[config.mk]
export PLATFORM = sky130hd
export DESIGN_NAME = accum_stepper
export DESIGN_NICKNAME = d
export VERILOG_FILES = /design/src/rtl/accum_stepper_pkg.sv /design/src/rtl/accum_stepper_decode.sv /design/src/rtl/accum_stepper_alu.sv /design/src/rtl/accum_stepper_mem.sv /design/src/rtl/accum_stepper.sv
export SDC_FILE = /design/constraint.sdc
export NUM_CORES = 2
export LEC_CHECK = 0
export BUFFER_PORTS_ARGS = -buffer_cell sky130_fd_sc_hd__buf_4
export CAP_MARGIN = 20
export CORE_ASPECT_RATIO = 0.5
export CORE_MARGIN = 1
export CORE_UTILIZATION = 50
export CTS_CLUSTER_SIZE = 12
export DETAILED_ROUTE_END_ITERATION = 7
export MAX_ROUTING_LAYER = met4
export PLACE_DENSITY_LB_ADDON = 0.2
export SLEW_MARGIN = 15
export SYNTH_ARGS = -nofsm -noshare
export SYNTH_HDL_FRONTEND = slang
export SYNTH_SLANG_ARGS = --single-unit
[constraint.sdc]
create_clock -name clk -period 50.3 [get_ports clk]
set_input_delay 10.06 -clock clk [delete_from_list [all_inputs] [get_ports clk]]
set_output_delay 10.06 -clock clk [all_outputs]
set_load 0.02 [all_outputs]
[src/rtl/accum_stepper_pkg.sv]
package accum_stepper_pkg;

    localparam int WORD_W = 8;

    typedef enum logic [WORD_W-1:0] {
        OP_LOAD  = 8'h10,
        OP_STORE = 8'h11,
        OP_ADD   = 8'h20,
        OP_SUB   = 8'h21,
        OP_HALT  = 8'hFF
    } opcode_e;

    // decoded control lines for one step
    typedef struct packed {
        logic take_mem;  // selector picks the data-store byte
        logic use_alu;   // selector picks the adder result
        logic invert;    // operand inverted, carry-in forced high
        logic wr_mem;    // data-store write of the accumulator
        logic stop;      // halt request
    } ctrl_t;

endpackage

[src/rtl/accum_stepper_decode.sv]
module accum_stepper_decode
    import accum_stepper_pkg::*;
(
    input  logic [WORD_W-1:0] op,
    output ctrl_t             ctrl
);

    always_comb begin
        ctrl = '0;
        case (op)
            OP_LOAD:        ctrl.take_mem = 1'b1;
            OP_STORE:       ctrl.wr_mem   = 1'b1;
            OP_ADD, OP_SUB: begin
                ctrl.use_alu = 1'b1;
                ctrl.invert  = op[0];
            end
            OP_HALT:        ctrl.stop     = 1'b1;
            default:        ctrl          = '0;
        endcase
    end

endmodule

[src/rtl/accum_stepper_alu.sv]
module accum_stepper_alu
    import accum_stepper_pkg::*;
(
    input  logic [WORD_W-1:0] acc_in,
    input  logic [WORD_W-1:0] operand,
    input  ctrl_t             ctrl,
    output logic [WORD_W-1:0] result
);

    logic [WORD_W-1:0] addend;
    logic [WORD_W-1:0] sum;

    always_comb begin
        addend = operand ^ {WORD_W{ctrl.invert}};
        sum    = acc_in + addend + WORD_W'(ctrl.invert);
        result = ctrl.take_mem ? operand : sum;
    end

endmodule

[src/rtl/accum_stepper_mem.sv]
module accum_stepper_mem #(
    parameter int W  = 8,
    parameter int AW = 8
) (
    input  logic          clk,
    input  logic          we,
    input  logic [AW-1:0] waddr,
    input  logic [W-1:0]  wdata,
    input  logic [AW-1:0] ra,
    output logic [W-1:0]  rd,
    input  logic [AW-1:0] rb,
    output logic [W-1:0]  rdb
);

    localparam int DEPTH = 1 << AW;

    logic [W-1:0] cells [DEPTH];

    always_ff @(posedge clk) begin
        if (we) begin
            cells[waddr] <= wdata;
        end
    end

    assign rd  = cells[ra];
    assign rdb = cells[rb];

endmodule

[src/rtl/accum_stepper.sv]
module accum_stepper
    import accum_stepper_pkg::*;
#(
    parameter int PC_W   = 16,
    parameter int MEM_AW = 8
) (
    input  logic              clk,
    input  logic              clr,
    input  logic              ld_en,
    input  logic              ld_sel,
    input  logic [MEM_AW-1:0] ld_addr,
    input  logic [WORD_W-1:0] ld_data,
    input  logic              peek_sel,
    input  logic [MEM_AW-1:0] peek_addr,
    output logic [WORD_W-1:0] peek_data,
    output logic [WORD_W-1:0] acc,
    output logic [PC_W-1:0]   pc,
    output logic              halted
);

    typedef struct packed {
        logic [PC_W-1:0]   pc;
        logic [WORD_W-1:0] acc;
        logic              halted;
    } state_t;

    state_t st_d, st_q;

    logic [MEM_AW-1:0] mem_addr;
    logic [WORD_W-1:0] code_rd, data_rd, code_peek, data_peek;
    logic [WORD_W-1:0] alu_res;
    ctrl_t             ctrl;
    logic              store_we;
    logic              ld_data_we;
    logic              dmem_we;
    logic [MEM_AW-1:0] dmem_waddr;
    logic [WORD_W-1:0] dmem_wdata;

    assign mem_addr = st_q.pc[MEM_AW-1:0];

    accum_stepper_mem #(.W(WORD_W), .AW(MEM_AW)) u_code (
        .clk   (clk),
        .we    (ld_en & ~ld_sel),
        .waddr (ld_addr),
        .wdata (ld_data),
        .ra    (mem_addr),
        .rd    (code_rd),
        .rb    (peek_addr),
        .rdb   (code_peek)
    );

    accum_stepper_mem #(.W(WORD_W), .AW(MEM_AW)) u_data (
        .clk   (clk),
        .we    (dmem_we),
        .waddr (dmem_waddr),
        .wdata (dmem_wdata),
        .ra    (mem_addr),
        .rd    (data_rd),
        .rb    (peek_addr),
        .rdb   (data_peek)
    );

    accum_stepper_decode u_dec (
        .op   (code_rd),
        .ctrl (ctrl)
    );

    accum_stepper_alu u_alu (
        .acc_in  (st_q.acc),
        .operand (data_rd),
        .ctrl    (ctrl),
        .result  (alu_res)
    );

    // data-store write port: loader wins over a store
    always_comb begin
        store_we   = ctrl.wr_mem & ~st_q.halted & ~clr;
        ld_data_we = ld_en & ld_sel;
        dmem_we    = ld_data_we | store_we;
        dmem_waddr = ld_data_we ? ld_addr : mem_addr;
        dmem_wdata = ld_data_we ? ld_data : st_q.acc;
    end

    always_comb begin
        st_d = st_q;
        if (!st_q.halted) begin
            if (ctrl.stop) begin
                st_d.halted = 1'b1;
            end else begin
                st_d.pc = st_q.pc + PC_W'(1);
                if (ctrl.take_mem | ctrl.use_alu) begin
                    st_d.acc = alu_res;
                end
            end
        end
        if (clr) begin
            st_d = '0;
        end
    end

    always_ff @(posedge clk) begin
        st_q <= st_d;
    end

    assign peek_data = peek_sel ? data_peek : code_peek;
    assign acc       = st_q.acc;
    assign pc        = st_q.pc;
    assign halted    = st_q.halted;

endmodule

[After elaboration in Yosys (flattened, before gate mapping)]
Memory sizes are Yosys's and may differ from the RTL's. A register that Yosys moved wholly into a read port is not among the register bits.
Index checks and enable logic that the tools add are counted.
Storage, ports and cells
  memories: 2
  register bits: 25
  bits in writable memories: 4096
  logic and storage cells: 45
  output and inout bits: 33
  input bits: 29
Operators by class
  bitwise gates (word level): 11
  reduce and logical (&&, ||, !) cells: 3
  add/sub/neg operators: 3
  eq/ne operators: 5
  mux-type cells: 18
Memory list
  u_code.cells: words 256, width 8, read ports 2, clocked after memory_dff 1, wr ports 1, RTL line accum_stepper_mem.sv:17  | logic [W-1:0] cells [DEPTH];
  u_data.cells: words 256, width 8, read ports 2, clocked after memory_dff 1, wr ports 1, RTL line accum_stepper_mem.sv:17
Operators with widths (count)
  2-to-1 mux 8 bit: 8
  adder 16 x 1 -> 16 bit (second input constant): 1
  == test 8 x 5 -> 1 bit (second input constant): 2
  == test 8 x 6 -> 1 bit (second input constant): 2
  2-to-1 mux 1 bit: 9
  adder 8 x 1 -> 8 bit: 1
  adder 8 bit: 1
  == test 8 bit (second input constant): 1
  bitwise XOR 8 bit: 1
  AND 1 bit: 4
  inverter 1 bit: 4
  AND reduction 3 bit: 1
  2-to-1 mux 2 bit: 1
  bitwise OR 1 bit: 2
  AND reduction 2 bit: 1
  OR reduction 2 bit: 1

[Logic depth before layout (Yosys ltp)]
  word-level depth: 7
  depth in mapped cells: 31

[Hierarchy]
From an unflattened synthesis, not the netlist that was laid out.
Unflattened totals
  cell total of the unflattened synthesis: 9874
  area total of the unflattened synthesis: 195219.7 µm²
By module, submodules not included
  accum_stepper_mem: area an instance 96652.7 µm², cells an instance 4831, times used 2
  accum_stepper: area an instance 1331.3 µm², cells an instance 141, times used 1
  accum_stepper_alu: area an instance 494.2 µm², cells an instance 59, times used 1
  accum_stepper_decode: area an instance 88.8 µm², cells an instance 12, times used 1

[Worst setup path after synthesis]
OpenSTA, ideal clock, no wires.
  path type: input -> output
  from: in peek_addr[0]
  to: out peek_data[0]
  buffers on the path: 4
  slack: 26.524 ns
  required time: 40.240 ns
  data arrival time: 13.716 ns
  cell stages on the path: 9
  cells stage by stage: clkbuf_1 clkbuf_1 buf_1 buf_1 mux4_2 mux4_2 mux4_2 mux4_2 mux2_2
Between the ends
  cells in the longest elaborated chain, start to end: 2
Ends and longest elaborated chain
  start: declaration: RTL line accum_stepper.sv:14  | input logic [MEM_AW-1:0] peek_addr,
  memory (256 x 8 bit)
  2-to-1 mux 8 bit (*): RTL line accum_stepper.sv:105  | assign peek_data = peek_sel ? data_peek : code_peek;
  end: declaration: RTL line accum_stepper.sv:15  | output logic [WORD_W-1:0] peek_data,
Every way passes the cells marked *; elsewhere a longest branch is shown, timed or not.

[Final worst setup path]
  from: in peek_addr[1]
  to: out peek_data[4]
The elaborated chain is that of the path after synthesis.

==> summary.md <==
| Metric | Value |
|---|---|
| Seq cells post-synth | `4,129` |
| Synth async-reset ratio | `0%` |
| PwrDens | `39.8 nW/um2` |
| Syn Nets | `9,206` |
| Worst Hold Endpoint | `pc[11]` |
| Drt initial violations | `17,000` |
| Critical path type | `in -> out` |
| Failing checks | `DRC` |
| Hold Startpoint | `pc[11]` |
| Post-route DRC | `1` |
| Post-CTS setup buffer count | `0` |
| Max-slew violations | `0` |
| Post-DRT Antenna Nets | `0` |
| Commonest cells after routing, fill and taps aside | `edfxtp_1, mux4_2, nor2_1` |
| Gr usage total | `about 32%` |
| Final TNS setup | `0 ns` |
| Post_cts resized | `0` |
| Commonest non-fill, non-tap cell in the layout | `edfxtp_1` |
| Full die area | `approximately 390,000 um2` |
| Max-cap violation count | `0` |
| Boundary Pins | `62` |
| Syn-to-layout area delta | `9.65%` |
| WL final | `between 600,000 and 700,000 um` |
| Htree depth | `5` |
| Crit path DAT | `between 15 and 20 ns` |
| TritonCTS Buffers | `397` |
| Slew Limit Headroom | `between 10% and 20%` |
| Hold Violations, Final | `0` |
| Via/cell ratio | `around 7.3` |
| Die height | `441 um` |
| Top_reg_cell synth | `edfxtp_1` |
| Row cnt | `160` |
| Peak Freq | `between 30 and 40 MHz` |
| Syn Inst Count | `roughly 9,000` |
| R2r endpoint | `u_data.cells[178][5]` |
| Leak Pwr | `~0.064 uW` |
| Cell area after synthesis | `around 190,000 um2` |
| Hold path depth | `2` |
| Vias in the first global route | `between 100k and 150k` |
| Final setup violation count | `0` |
| Max IR drop VDD | `0.0000327 V` |
| RSZ-0062 raised after global routing | `false` |
| Clock skew | `around 0.068 ns` |
| Largest net degree at the start of global routing | `roughly 260` |
| Slew @ Worst Pin | `between 1 and 1.5 ns` |
| Status | `finished with violations` |
| Fillcell total | `approximately 28,000` |
| Starting Density | `approximately half` |
| Synth Area per Inst | `about 21 um2` |
| DR pass1 iterations | `8` |
| Clk root buf | `clkbuf_16` |
| Worst skew pair latency | `approximately 0.99 ns` |
| Setup ws final | `between 20 and 25 ns` |
| Worst Reg-to-Reg Cells | `16` |
| Worst setup EP type | `output pin` |
| Finished Layout Cells | `about 15,000` |
| Nature of the critical path startpoint | `input pin` |
| Die X | `between 800 and 900 um` |
| Initial antenna violation count | `55` |
| DR WL/cell | `about 42 um` |
| Reg2Reg Setup Slack | `~40 ns` |
| Worst-path clk slew | `0.07 ns` |
| Worst hold slack | `0.519 ns` |
| IO Port Bufs | `just over 60` |
| Post-CTS Hold Fix Bufs | `0` |
| Dpl ws | `roughly 24 ns` |
| First-pass GRT wire length | `845,000 um` |
| CORE AREA | `382,000 um2` |
| Max FO, Critical Path | `79` |
| Hold WC Path Type | `reg -> reg` |
| Post-synth EDFFs | `roughly 4,100` |
| Placed cells | `14,000` |
| Post-route minimum period | `26.75 ns` |
| Ys Warns | `0` |
| Final worst path period share | `53.2%` |
| Layout cells sized above 1 | `a little over a third` |
| GPL Wtd Cong | `about 0.92` |
| Post-layout nets | `about 9,400` |
| Clock Sink Count | `between 4,000 and 5,000` |
| Netlist cell types | `67` |
| Final HPWL DP | `between 300,000 and 400,000 um` |
| Via count | `between 100k and 150k` |
| Worst Path Required | `~40 ns` |
| GR Overflow Total | `0` |
| Clock buffer depth | `4` |
| CTS tree | `built` |
| Sequential area share after synthesis | `between 60% and 70%` |
-- where the power goes --
| group | switching [uW] | leakage (uW) | internal (uW) |
|---|---|---|---|
| logic | 1030 | 0.0207 | 826 |
| registers | 18.7 | 0.0375 | 3780 |
| clock network | 1290 | 0.00529 | 1460 |
-- per-stage QoR --
stage / power (uW) / utilization [%] / area (um2)
after floorplan: 5180 / - / 193000
after global placement: 5720 / 52.2 / 199000
after detailed placement: 5720 / 52.3 / 200000
after CTS: 8410 / 55.2 / 211000
after global routing: 8610 / 55.3 / 211000
final: 8410 / 55.4 / 211000
-- registers in the layout, summed over array words and instances, names as in the netlist, named ones only --
signal	cells
u_data.cells	2048
pc	16
halted	1
u_code.cells	2048
acc	8
-- cell usage after synthesis, types with 32 or more instances --
cell	number	share of area [%]
nor2_1	572	1.1
nor3_1	32	0.083
a21oi_1	72	0.19
a22oi_1	152	0.59
nand4_1	35	0.11
o22ai_1	49	0.16
nand2_1	200	0.39
a22o_1	37	0.17
clkbuf_1	361	0.70
o21ai_0	40	0.10
mux4_2	2380	28
edfxtp_1	4096	64
dfxtp_1	33	0.34
buf_2	142	0.37
buf_6	41	0.24
buf_1	117	0.23
buf_4	72	0.28
nand3_1	68	0.18
mux2i_1	370	1.9
-- worst max-delay path: stages --
cell	delay (ns)
buf_8	0.49
buf_4	0.83
buf_4	0.81
buf_4	0.70
buf_4	0.70
mux4_2	0.40
mux4_2	0.62
mux4_2	0.64
mux4_2	0.62
mux2_2	0.40
buf_4	0.19
-- how the worst max path moves through the flow --
stage	endpoint	from
4_1_cts	peek_data[4]	peek_addr[1]
6_report	peek_data[4]	peek_addr[1]
2_1_floorplan	peek_data[0]	peek_addr[0]
3_5_place_dp	peek_data[4]	peek_addr[1]
5_1_grt	peek_data[4]	peek_addr[1]
3_3_place_gp	peek_data[4]	peek_addr[1]
-- cell families (layout without fill, tap and decap cells) --
family | after synthesis | count (layout) | share of synthesized area, %
AOI/OAI and AO/OA | 458 | 458 | 1.67
xor gates and xnor gates | 15 | 15 | 0.0681
adders and majority gates | 9 | 9 | 0.0623
buffers and inverters | 759 | 1076 | 1.92
DFF | 4129 | 4129 | 64.1
muxes | 2774 | 2774 | 29.9
other | 0 | 60 | 0
and+or+nand+nor | 1024 | 1024 | 2.29
-- area by class of cell --
cell class                 count  area (um2)  share of cell area (%)
inverter                      18        68.8                  0.0325
antenna                       60         150                  0.0710
clock inverter                43         382                   0.180
tap                         5103        6380                    3.02
multi-input combinational   4280       65700                    31.1
sequential                  4129      124000                    58.5
timing repair buffer         518        4520                    2.14
clock buffer                 497       10500                    4.97
-- per-layer routing --
metal	share of wire, %	GRT usage [%]	vias to the layer above
met1	37	43.5	57800
li1	-	-	40400
met3	13	9.21	1197
met5	0	-	-
met2	45	46.9	7487
met4	4.8	13.0	0
(Power assumes the default switching activity.)
